===== config.mk =====
export PLATFORM = sky130hd
export DESIGN_NAME = can_fault_counters
export DESIGN_NICKNAME = d
export VERILOG_FILES = /design/src/rtl/can_fc_pkg.sv /design/src/rtl/fc_tx_counter.sv /design/src/rtl/fc_rx_counter.sv /design/src/rtl/fc_state_fsm.sv /design/src/rtl/can_fault_counters.sv
export SDC_FILE = /design/constraint.sdc
export NUM_CORES = 1
export LEC_CHECK = 0
export ABC_CLOCK_PERIOD_IN_PS = 2200
export BUFFER_PORTS_ARGS = -buffer_cell sky130_fd_sc_hd__buf_2
export CAP_MARGIN = 20
export CORE_MARGIN = 8
export CORE_UTILIZATION = 52
export DETAILED_ROUTE_END_ITERATION = 12
export GPL_TIMING_DRIVEN = 0
export PLACE_DENSITY = 0.81
export SLEW_MARGIN = 20
export SYNTH_ARGS = -nofsm -noshare
export SYNTH_HDL_FRONTEND = slang
export SYNTH_HIERARCHICAL = 1
export SYNTH_SLANG_ARGS = --single-unit

===== constraint.sdc =====
create_clock -name clk -period 2.2 [get_ports clk]
set_input_delay 0.11 -clock clk [delete_from_list [all_inputs] [get_ports clk]]
set_output_delay 0.11 -clock clk [all_outputs]
set_load 0.02 [all_outputs]

===== src/rtl/can_fc_pkg.sv =====
package can_fc_pkg;
  typedef enum logic [1:0] {
    FC_ACTIVE  = 2'd0,
    FC_PASSIVE = 2'd1,
    FC_BUSOFF  = 2'd2
  } fc_state_e;
endpackage


===== src/rtl/fc_tx_counter.sv =====
module fc_tx_counter #(
  parameter int W  = 9,
  parameter int UP = 8
) (
  input  logic         clk,
  input  logic         rst_n,
  input  logic         freeze,
  input  logic         clr,
  input  logic         inc,
  input  logic         dec,
  output logic [W-1:0] cnt_q,
  output logic [W-1:0] cnt_d
);
  localparam logic [W:0] MAXV   = {1'b0, {W{1'b1}}};
  localparam int         SAT_AT = (2**W) - UP;

  logic [W:0] sum;
  logic       en;

  always_comb begin
    sum   = {1'b0, cnt_q} + (W+1)'(UP);
    en    = clr | (!freeze & (inc | dec));
    cnt_d = cnt_q;
    if (clr)
      cnt_d = '0;
    else if (!freeze && inc)
      cnt_d = (sum > MAXV) ? {W{1'b1}} : sum[W-1:0];
    else if (!freeze && dec)
      cnt_d = (cnt_q == '0) ? '0 : cnt_q - W'(1);
  end

  always_ff @(posedge clk or negedge rst_n) begin
    if (!rst_n)
      cnt_q <= '0;
    else if (en)
      cnt_q <= cnt_d;
  end

  // error step adds the full increment
  a_r2_tx_step: assert property (@(posedge clk) disable iff (!rst_n)
    (inc && !freeze && !clr && cnt_q < W'(SAT_AT)) |=> cnt_q == $past(cnt_q) + W'(UP));
  // success alone lowers by one, never below zero
  a_r3_tx_down: assert property (@(posedge clk) disable iff (!rst_n)
    (dec && !inc && !freeze && !clr && cnt_q != '0) |=> cnt_q == $past(cnt_q) - W'(1));
endmodule


===== src/rtl/fc_rx_counter.sv =====
module fc_rx_counter #(
  parameter int W          = 8,
  parameter int STEP_MINOR = 1,
  parameter int STEP_MAJOR = 8,
  parameter int SNAP_ABOVE = 128,
  parameter int SNAP_TO    = 120
) (
  input  logic         clk,
  input  logic         rst_n,
  input  logic         freeze,
  input  logic         clr,
  input  logic         inc,
  input  logic         major,
  input  logic         dec,
  output logic [W-1:0] cnt_q,
  output logic [W-1:0] cnt_d
);
  localparam logic [W:0] MAXV = {1'b0, {W{1'b1}}};

  logic [W:0] sum;
  logic       en;

  always_comb begin
    sum   = {1'b0, cnt_q} + (major ? (W+1)'(STEP_MAJOR) : (W+1)'(STEP_MINOR));
    en    = clr | (!freeze & (inc | dec));
    cnt_d = cnt_q;
    if (clr)
      cnt_d = '0;
    else if (!freeze && inc)
      cnt_d = (sum > MAXV) ? {W{1'b1}} : sum[W-1:0];
    else if (!freeze && dec) begin
      if (cnt_q > W'(SNAP_ABOVE))
        cnt_d = W'(SNAP_TO);
      else if (cnt_q != '0)
        cnt_d = cnt_q - W'(1);
    end
  end

  always_ff @(posedge clk or negedge rst_n) begin
    if (!rst_n)
      cnt_q <= '0;
    else if (en)
      cnt_q <= cnt_d;
  end

  // success above the snap limit reloads the fixed value
  a_r5_rx_snap: assert property (@(posedge clk) disable iff (!rst_n)
    (dec && !inc && !freeze && !clr && cnt_q > W'(SNAP_ABOVE)) |=> cnt_q == W'(SNAP_TO));
  // counter holds at its ceiling under further errors
  a_r4_rx_sat: assert property (@(posedge clk) disable iff (!rst_n)
    (inc && !freeze && !clr && cnt_q == {W{1'b1}}) |=> cnt_q == {W{1'b1}});
endmodule


===== src/rtl/fc_state_fsm.sv =====
module fc_state_fsm
  import can_fc_pkg::*;
#(
  parameter int TEC_W         = 9,
  parameter int REC_W         = 8,
  parameter int PASSIVE_ABOVE = 127,
  parameter int BUSOFF_AT     = 256
) (
  input  logic             clk,
  input  logic             rst_n,
  input  logic             recover,
  input  logic [TEC_W-1:0] tec_d,
  input  logic [REC_W-1:0] rec_d,
  output logic             busoff,
  output logic             f_active,
  output logic             f_passive,
  output logic             f_busoff
);
  fc_state_e st_q, st_d;

  always_comb begin
    st_d = st_q;
    if (st_q == FC_BUSOFF) begin
      if (recover) st_d = FC_ACTIVE;
    end else if (tec_d >= TEC_W'(BUSOFF_AT))
      st_d = FC_BUSOFF;
    else if (tec_d > TEC_W'(PASSIVE_ABOVE) || rec_d > REC_W'(PASSIVE_ABOVE))
      st_d = FC_PASSIVE;
    else
      st_d = FC_ACTIVE;
  end

  always_ff @(posedge clk or negedge rst_n) begin
    if (!rst_n)
      st_q <= FC_ACTIVE;
    else
      st_q <= st_d;
  end

  assign busoff    = (st_q == FC_BUSOFF);
  assign f_active  = (st_q == FC_ACTIVE);
  assign f_passive = (st_q == FC_PASSIVE);
  assign f_busoff  = busoff;

  // exactly one flag
  a_r11_one_flag: assert property (@(posedge clk) disable iff (!rst_n)
    $countones({f_active, f_passive, f_busoff}) == 1);
  // bus-off is held until recovery
  a_r9_sticky: assert property (@(posedge clk) disable iff (!rst_n)
    (busoff && !recover) |=> busoff);
endmodule


===== src/rtl/can_fault_counters.sv =====
module can_fault_counters #(
  parameter int TEC_W         = 9,
  parameter int REC_W         = 8,
  parameter int TX_STEP       = 8,
  parameter int RX_STEP_MINOR = 1,
  parameter int RX_STEP_MAJOR = 8,
  parameter int PASSIVE_ABOVE = 127,
  parameter int BUSOFF_AT     = 256,
  parameter int SNAP_ABOVE    = 128,
  parameter int SNAP_TO       = 120
) (
  input  logic             clk,
  input  logic             rst_n,
  input  logic             tx_err,
  input  logic             tx_ok,
  input  logic             rx_err,
  input  logic             rx_err_major,
  input  logic             rx_ok,
  input  logic             recover,
  output logic [TEC_W-1:0] tx_cnt,
  output logic [REC_W-1:0] rx_cnt,
  output logic             st_active,
  output logic             st_passive,
  output logic             st_busoff
);
  logic             busoff;
  logic             clr;
  logic [TEC_W-1:0] tec_d;
  logic [REC_W-1:0] rec_d;

  assign clr = busoff & recover;

  fc_tx_counter #(.W(TEC_W), .UP(TX_STEP)) u_tx (
    .clk(clk), .rst_n(rst_n), .freeze(busoff), .clr(clr),
    .inc(tx_err), .dec(tx_ok), .cnt_q(tx_cnt), .cnt_d(tec_d)
  );

  fc_rx_counter #(
    .W(REC_W), .STEP_MINOR(RX_STEP_MINOR), .STEP_MAJOR(RX_STEP_MAJOR),
    .SNAP_ABOVE(SNAP_ABOVE), .SNAP_TO(SNAP_TO)
  ) u_rx (
    .clk(clk), .rst_n(rst_n), .freeze(busoff), .clr(clr),
    .inc(rx_err), .major(rx_err_major), .dec(rx_ok),
    .cnt_q(rx_cnt), .cnt_d(rec_d)
  );

  fc_state_fsm #(
    .TEC_W(TEC_W), .REC_W(REC_W),
    .PASSIVE_ABOVE(PASSIVE_ABOVE), .BUSOFF_AT(BUSOFF_AT)
  ) u_fsm (
    .clk(clk), .rst_n(rst_n), .recover(recover),
    .tec_d(tec_d), .rec_d(rec_d), .busoff(busoff),
    .f_active(st_active), .f_passive(st_passive), .f_busoff(st_busoff)
  );

  // recovery from bus-off clears counters and returns to active
  a_r10_recover: assert property (@(posedge clk) disable iff (!rst_n)
    (st_busoff && recover) |=> (tx_cnt == '0 && rx_cnt == '0 && st_active));
  // reaching the bus-off count sets the bus-off flag
  a_r8_busoff: assert property (@(posedge clk) disable iff (!rst_n)
    (tx_cnt >= TEC_W'(BUSOFF_AT)) |-> st_busoff);
endmodule


Word-level counts from Yosys, hierarchy flattened
Cells that the tools add are included.
{"block": "totals", "regBits": 19, "inputBits": 8, "output_inout_bits": 20, "word_cells": 48}
{"block": "op_classes", "n_addsub": 4, "order_cmp": 6, "eq_ne": 3, "muxes": 16, "bitwise": 7, "reduce_logical": 9}
{"operator": "8-bit 2-to-1 mux", "n": 6}
{"operator": "9-bit 2-to-1 mux", "n": 5}
{"operator": "9-bit by 4-bit adder with 10-bit output (second input constant)", "n": 1}
{"operator": "10-bit by 9-bit > comparator with 1-bit output (second input constant)", "n": 1}
{"operator": "8-bit by 9-bit adder with 9-bit output", "n": 1}
{"operator": "9-bit greater-or-equal comparator (second input constant)", "n": 1}
{"operator": "9-bit by 7-bit > comparator with 1-bit output (second input constant)", "n": 1}
{"operator": "9-bit by 8-bit > comparator with 1-bit output (second input constant)", "n": 1}
{"operator": "9-bit logical NOT", "n": 1}
{"operator": "9-bit by 1-bit subtractor with 9-bit output (second input constant)", "n": 1}
{"operator": "8-bit by 7-bit > comparator with 1-bit output (second input constant)", "n": 1}
{"operator": "8-bit > comparator (second input constant)", "n": 1}
{"operator": "8-bit nonzero test", "n": 1}
{"operator": "8-bit by 1-bit subtractor with 8-bit output (second input constant)", "n": 1}
{"operator": "2-bit 2-to-1 mux", "n": 3}
{"operator": "1-bit logical AND", "n": 4}
{"operator": "4-bit 2-to-1 mux", "n": 1}
{"operator": "1-bit bitwise OR", "n": 4}
{"operator": "1-bit bitwise AND", "n": 3}
{"operator": "2-bit by 1-bit == test with 1-bit output (second input constant)", "n": 1}
{"operator": "2-bit == test (second input constant)", "n": 1}
{"operator": "2-bit logical NOT", "n": 1}
{"operator": "2-bit != test (second input constant)", "n": 1}
{"operator": "1-bit logical NOT", "n": 1}
{"operator": "other kinds (2)", "n": 2}

Longest topological paths before layout
Gate-level depths: netlist (run 1).
{"block": "logic_depth", "ltp_word": 11, "ltp_mapped": 9, "depth_no_buf": 9}

Hierarchy
The synthesis (run 1) kept the hierarchy.
{"module": "fc_rx_counter", "instances": 1, "cells_per_inst": 122, "area_each_um2": 943.4, "seq_area_each_um2": 200.2}
{"module": "fc_tx_counter", "instances": 1, "cells_per_inst": 97, "area_each_um2": 840.8, "seq_area_each_um2": 225.2}
{"module": "fc_state_fsm", "instances": 1, "cells_per_inst": 10, "area_each_um2": 106.4, "seq_area_each_um2": 50.0}
{"module": "can_fault_counters", "instances": 1, "cells_per_inst": 1, "area_each_um2": 6.3, "seq_area_each_um2": 0.0}

Least setup slack after synthesis (run 1)
OpenSTA, ideal clock, no wires.
{"block": "synth_path", "path_type": "register to register", "start": "register u_rx.cnt_q[4]", "end": "register u_fsm.st_q[0]", "setup_time_ps": 86, "arrival_time_ps": 2192, "required_ps": 2114, "slack_ps": -78, "path_stages_with_launch": 9, "n_path_buf": 2, "period_less_slack_ps": 2278, "path_cell_list": "dfrtp_1 > buf_6 > or4_1 > buf_2 > or3_1 > or2_0 > a221oi_1 > nor2_1 > nor3_1"}
{"block": "synth_via", "elab_chain_len": 11, "elab_cells_between_ends": 16, "cone_classes": "2 x add/sub; 3 x order compare; 9 x mux; 2 x reduce/logical"}
{"element": "start, declared", "line_no": "fc_rx_counter.sv:15", "text": "output logic [W-1:0] cnt_q,"}
{"element": "start signal, assigned", "line_no": "fc_rx_counter.sv:43", "text": "cnt_q <= cnt_d;"}
{"element": "parallel branches: the longest is 4 deep, another holds 8-bit by 9-bit adder with 9-bit output"}
{"element": "8-bit 2-to-1 mux (*)", "line_no": "fc_rx_counter.sv:29", "text": "else if (!freeze && inc)"}
{"element": "8-bit 2-to-1 mux (*)", "line_no": "fc_rx_counter.sv:27", "text": "if (clr)"}
{"element": "named net rec_d[7]", "line_no": "can_fault_counters.sv:29", "text": "logic [REC_W-1:0] rec_d;"}
{"element": "8-bit by 7-bit > comparator with 1-bit output (*)", "line_no": "fc_state_fsm.sv:27", "text": "else if (tec_d > TEC_W'(PASSIVE_ABOVE) || rec_d > REC_W'(PASSIVE_ABOVE))"}
{"element": "1-bit logical OR (*)", "line_no": "fc_state_fsm.sv:27"}
{"element": "1-bit 2-to-1 mux (*)", "line_no": "fc_state_fsm.sv:27"}
{"element": "2-bit 2-to-1 mux (*)", "line_no": "fc_state_fsm.sv:25", "text": "end else if (tec_d >= TEC_W'(BUSOFF_AT))"}
{"element": "2-bit 2-to-1 mux (*)", "line_no": "fc_state_fsm.sv:23", "text": "if (st_q == FC_BUSOFF) begin"}
{"element": "end signal, assigned", "line_no": "fc_state_fsm.sv:37", "text": "st_q <= st_d;"}
{"element": "end, declared", "line_no": "fc_state_fsm.sv:19", "text": "fc_state_e st_q, st_d;"}
Mark *: on every way through the listed nets, which the timed path passes.
A chain may end at the register's enable or synchronous reset.

Worst setup path after layout (run 1)
{"block": "layout_path", "start": "register u_rx.cnt_q[0]", "end": "register u_rx.cnt_q[4]"}
{"block": "layout_via", "elab_chain_len": 6, "elab_cells_between_ends": 11, "cone_classes": "2 x add/sub; 2 x order compare; 6 x mux; 1 x reduce/logical"}
{"element": "parallel branches: the longest is 4 deep, another holds 8-bit by 9-bit adder with 9-bit output"}
{"element": "8-bit 2-to-1 mux (*)", "line_no": "fc_rx_counter.sv:29"}
{"element": "8-bit 2-to-1 mux (*)", "line_no": "fc_rx_counter.sv:27"}
Mark *: on every way between the ends.

==> run_results.csv, run 1 <==
group,metric,value,unit
route,first_iter_violations,237,
sta,worst_slew_pin_slew,0.571,ns
logic_synthesis,syn-num-nets,233,
route,dr.pass1.iters,5,
global_route,grtUsageMet2,0.307,
critical_path,rr_startpoint,"u_rx/cnt_q[0]",
critical_path,worstPathRequired,2.38,ns
final_layout,diodes,0,
critical_path,slowest_delay,0.48,ns
min_path,hp-start,"tx_err",
final_layout,drive_gt1_frac,0.311,
clock_tree,clkLatencyLatePin,0.30,ns
route,routed_via_density,6.57,
floorplan,die_h,74.7,µm
min_path,hold_path_class,"primary input to register",
sta,fin_crit_sh,1.02,
sta,max_freq,447,MHz
placed_design,portBuffers,26,
final_layout,nets,272,
clock_tree,htreeDepth,1,
logic_synthesis,netlist_area,0.00179,mm²
placed_design,hpwl,3500,µm
power,vdd_ir_drop_max,0.671,mV
global_route,grt_pass1_wl,8530,µm
floorplan,die_area,0.00558,mm²
sta,setup_slack,-0.0347,ns
run_status,outcome,"finished with violations",
critical_path,cpMostUsedCell,"ha_1",
global_route,overflow,0,
floorplan,design.portCount,28,
sta,finalWorstPathRequiredPeriod,2.23,ns
sta,setup_viol,1,
final_layout,utilization,0.656,
sta,slew_violations,0,
global_route,grt_pass1_vias,1838,
floorplan,fp-row-count,21,
critical_path,setup.worst_path.start,"u_rx/cnt_q[0]",
run,maxCapViolations,0,
critical_path,worstSetupPathType,"register to register",
global_route,grt_use_total,0.190,
clock_tree,root_buffer,"clkbuf_4",
final_layout,fin_cells,300,
global_route,antenna_found_initial,0,
route,vias,1970,
clock_tree,cts_sinks,19,
power,leakage,0.858,nW
placed_design,place_inst,288,
clock_tree,clkSlewWorstSetupHoldPaths,0.12,ns
route,final_antenna_net_count,0,
global_route,grtUsageMet3,0.0386,
floorplan,initial_core_util,0.537,
logic_synthesis,syn_inst,216,
route,post_drt_wl_per_cell,17.9,µm
global_route,top_usage_layer,"met2",
critical_path,cp-start-kind,"register",
route,drc,0,
sta,hold_viol_final,0,
final_layout,area_growth,22.1,%
floorplan,core_area,0.00334,mm²
critical_path,critPathMaxFanout,8,
route,wl,5370,µm
clock_tree,clk_path_buf_depth,2,
sta,slew_headroom,0.619,
critical_path,crit_arrival,2.41,ns
run_status,violations,"negative setup slack",
clock_tree,cts-buffers-inserted,3,
clock_tree,cts_tree,"yes",
placed_design,gp_congestion,0.914,
critical_path,cp_slowest_cell,"dfrtp_2",
floorplan,dieWidth,74.7,µm
sta,clock_skew,0.00286,ns
global_route,grt_max_degree,20,
logic_synthesis,yosys_warnings,6,
global_route,grt_use_met1,0.237,
logic_synthesis,avgSynthCellArea,8.30,µm²
critical_path,critPathCaptureType,"register",
critical_path,worstPathCellList,"ha_1 > ha_1 > a31o_2 > a311oi_1 > o31ai_1 > a221oi_1",
power,power_density,1370,mW/mm²
repair_timing:
action,CTS,global route
buffers inserted,5,4
setup endpoints to repair,2,3
pin swaps,6,6
hold buffers,1,1
endpoints found under the hold margin,19,1
gates resized for setup,12,15
worst max-delay path, delay by kind of cell, from the launching register on:
family,cells,cell delay [ns]
flip-flops,1,0.48
AO/OA/AOI/OAI,4,1.06
adder cells (fa/ha/maj),2,0.57
layout by cell type (no fill, tap or decap), types with 6 or more instances in the layout:
cell type,count
inv_1,15
o21ai_0,6
clkbuf_1,7
nor2b_1,6
ha_1,7
buf_2,28
nor3_1,9
buf_4,11
nor2_1,16
nand3_1,8
a21oi_1,8
dfrtp_1,14
a211oi_1,9
nand2_1,7
area by class of cell:
cell class	instances	area, µm²
buffer	13	67.6
clock buffer	4	26.3
fill	304	1150
inverter	15	56.3
multi-input combinational	166	1280
sequential	19	482
tap	46	57.6
timing repair buffer	37	218
power breakdown:
part	internal (mW)	total [mW]	switching, mW	leakage [nW]
Sequential	0.522	0.762	0.240	0.221
Combinational	0.817	2.05	1.23	0.623
Clock	0.0705	0.184	0.113	0.0150
Total	1.41	2.99	1.58	0.858
per-stage QoR:
step           setup slack [ns]  area [µm²]  setup TNS [ns]  power (mW)  hold slack [ns]
2_1_floorplan           -0.0548        1790         -0.0548        2.01           -0.186
3_3_place_gp             -0.212        1980          -0.212        2.47           0.0848
3_5_place_dp             -0.211        1980          -0.211        2.49           0.0819
4_1_cts                 -0.0598        2080         -0.0598        2.77          0.00181
5_1_grt                 -0.0199        2190         -0.0199        3.22            0.126
6_report                -0.0347        2190         -0.0347        2.99            0.132
registers in the layout (all words and copies together) (netlist names):
name        cells
u_tx/cnt_q      9
u_rx/cnt_q      8
u_fsm/st_q      2
routing by layer:
layer | part of all wire | vias up | wire length [µm]
met1 | 0.40 | 911 | 2140
li1 | - | 909 | -
met5 | 0 | - | 0
met2 | 0.47 | 133 | 2520
met4 | 0.028 | 0 | 148
met3 | 0.10 | 17 | 557
final timing paths:
check                                      to  slack (ns)  cells past startpoint
worst min register to register  u_tx/cnt_q[2]        0.65                      2
max in group asynchronous       u_rx/cnt_q[4]        1.58                      2
worst min-delay path            u_tx/cnt_q[0]        0.13                      2
worst max-delay path            u_rx/cnt_q[4]       -0.03                      6
min in group asynchronous       u_fsm/st_q[1]        0.28                      2
worst max register to register  u_rx/cnt_q[4]       -0.03                      6
No activity file was read; power rests on OpenSTA's default activity.
==> inputs of run 2 (changes only) <==
--- a/config.mk
+++ b/config.mk
@@ -9,10 +9,10 @@
 export BUFFER_PORTS_ARGS = -buffer_cell sky130_fd_sc_hd__buf_2
 export CAP_MARGIN = 20
 export CORE_MARGIN = 8
-export CORE_UTILIZATION = 52
+export CORE_UTILIZATION = 40
 export DETAILED_ROUTE_END_ITERATION = 12
 export GPL_TIMING_DRIVEN = 0
-export PLACE_DENSITY = 0.81
+export PLACE_DENSITY = 0.61
 export SLEW_MARGIN = 20
 export SYNTH_ARGS = -nofsm -noshare
 export SYNTH_HDL_FRONTEND = slang
==> run 2 against run 1 <==
The run now ends clean; via count decreased by 4.5%; maximum frequency increased by 2.6%; register-to-register slack improved by 0.06 ns; setup slack improved by 0.056 ns; combinational power decreased by 4%; routed wire length decreased by 2.3%; global-route usage decreased by 4.3 points; sequential share of layout area increased by 0.11 points; flip-flop and latch count unchanged; final area decreased by 0.23%; critical endpoint is now u_rx/cnt_q[5].
==> run_results.csv, run 2 (synthesized netlist as in run 1, its figures left out) <==
group,metric,value,unit
run_status,outcome,"finished, final reports clean",
critical_path,critPathMaxFanout,7,
sta,fin_crit_sh,0.990,
clock_tree,cts-buffers-inserted,3,
placed_design,gp_congestion,0.913,
final_layout,regMostFlops,"u_tx/cnt_q",
min_path,hold_path_class,"primary input to register",
critical_path,cp_num_buf_inv,0,
sta,hold_viol_final,0,
critical_path,crit_arrival,2.30,ns
placed_design,portBuffers,26,
floorplan,die_h,83.0,µm
route,vias,1882,
clock_tree,root_buffer,"clkbuf_8",
critical_path,crit_family,"compound AO/OA/AOI/OAI gates",
route,wl,5250,µm
route,dr.pass1.iters,4,
route,routed_via_density,6.15,
route,top_layer_used,"met4",
floorplan,fp-row-count,24,
sta,finalWorstPathRequiredPeriod,2.18,ns
critical_path,worstSetupPathType,"register to register",
global_route,antenna_found_initial,0,
floorplan,initial_core_util,0.415,
final_layout,diodes,0,
route,first_iter_violations,136,
clock_tree,clk_path_buf_depth,2,
final_layout,mostFrequentLayoutCells,"buf_2 (28), nor2_1 (17), inv_1 (15)",
floorplan,dieWidth,83.0,µm
run,maxCapViolations,0,
route,wl_met1,2450,µm
clock_tree,htreeDepth,1,
sta,worst_slew_pin_slew,0.652,ns
final_layout,nFillCells,452,
critical_path,slowest_delay,0.47,ns
sta,hold_ws,0.0525,ns
sta,grt_setup_unrepaired,"yes",
route,wl_met2,2450,µm
clock_tree,cts_tree,"yes",
final_layout,area_growth,21.8,%
floorplan,die_area,0.00688,mm²
global_route,grt_use_total,0.147,
clock_tree,clkLatencyLatePin,0.26,ns
final_layout,largest_register_ffs,9,
sta,clock_skew,0.00174,ns
critical_path,cp_slowest_cell,"dfrtp_2",
power,power_density,1360,mW/mm²
global_route,grt_pass1_wl,8780,µm
critical_path,cp-start-kind,"register",
route,drc,0,
power,vdd_ir_drop_max,0.673,mV
final_layout,top_regs,"u_tx/cnt_q: 9 flops, u_rx/cnt_q: 8 flops, u_fsm/st_q: 2 flops",
sta,tns,0,ns
floorplan,design.portCount,28,
critical_path,worstPathCellList,"ha_1 > ha_1 > a31oi_1 > o21ai_0 > o31ai_1 > a31oi_1",
sta,max_freq,459,MHz
floorplan,core_area,0.00432,mm²
critical_path,critPathCaptureType,"register",
placed_design,hpwl,3740,µm
clock_tree,cts_sinks,19,
power,leakage,0.850,nW
final_layout,nets,272,
sta,slew_violations,0,
route,post_drt_wl_per_cell,17.1,µm
global_route,grt_max_degree,20,
route,wl_met3,301,µm
sta,setup_viol,0,
final_layout,drive_gt1_frac,0.307,
global_route,overflow,0,
global_route,grt_pass1_vias,1777,
final_layout,layout_commonest_cell,"buf_2",
critical_path,worstPathRequired,2.32,ns
route,final_antenna_net_count,0,
clock_tree,clkSlewWorstSetupHoldPaths,0.08,ns
sta,slew_headroom,0.561,
[run 2: worst register-to-register path: stages (launching register included)]
cell     delay, ns
dfrtp_2       0.47
ha_1          0.27
ha_1          0.25
a31oi_1       0.36
o21ai_0       0.31
o31ai_1       0.33
a31oi_1       0.07
[run 2: per-layer routing]
| metal | global-route usage | up-vias |
|---|---|---|
| li1 | - | 903 |
| met1 | 0.199 | 911 |
| met2 | 0.228 | 62 |
| met3 | 0.0293 | 6 |
| met4 | 0.0463 | 0 |
| met5 | 0 | - |
[run 2: final timing paths]
kind / startpoint / to / slack (ns) / cells after the start
min in group asynchronous: rst_n / u_tx/cnt_q[3] / 0.34 / 2
worst max-delay path: u_rx/cnt_q[0] / u_rx/cnt_q[5] / 0.02 / 6
max in group asynchronous: rst_n / u_rx/cnt_q[4] / 1.51 / 2
worst min register to register: u_tx/cnt_q[2] / u_tx/cnt_q[2] / 0.65 / 2
worst min-delay path: recover / u_fsm/st_q[1] / 0.05 / 2
worst max register to register: u_rx/cnt_q[0] / u_rx/cnt_q[5] / 0.02 / 6
[run 2: cell type report]
cell class,instances,area [µm²],area share
clock buffers,4,45.0,0.0206
plain buffers,13,67.6,0.0309
well taps,52,65.1,0.0298
flip-flops and latches,19,483,0.221
repair buffers,37,215,0.0986
inverters,15,56.3,0.0258
multi-input cells,166,1250,0.573
[run 2: metrics by stage]
step	power [mW]	std cells	utilization	instance area [µm²]	setup slack, ns
2_1_floorplan	2.01	216	-	1790	-0.0548
3_3_place_gp	2.51	294	0.460	1990	-0.252
3_5_place_dp	2.51	294	0.460	1990	-0.224
4_1_cts	2.85	302	0.486	2100	-0.0843
5_1_grt	3.23	306	0.505	2180	-0.0217
6_report	2.97	306	0.505	2180	0.0217
[run 2: where the power goes]
group          leakage (nW)  internal [mW]  switching, mW
logic                 0.607          0.786           1.17
registers             0.220          0.524          0.234
clock network        0.0228          0.129          0.125
total                 0.850           1.44           1.53
[run 2: repair_timing]
action | 4_1_cts | 5_1_grt
setup buffers | 5 | 5
hold buffers | 1 | 0
hold endpoints to repair | 19 | 0
setup endpoints to repair | 1 | 4
gates resized for setup | 13 | 11
pin swaps | 6 | 6
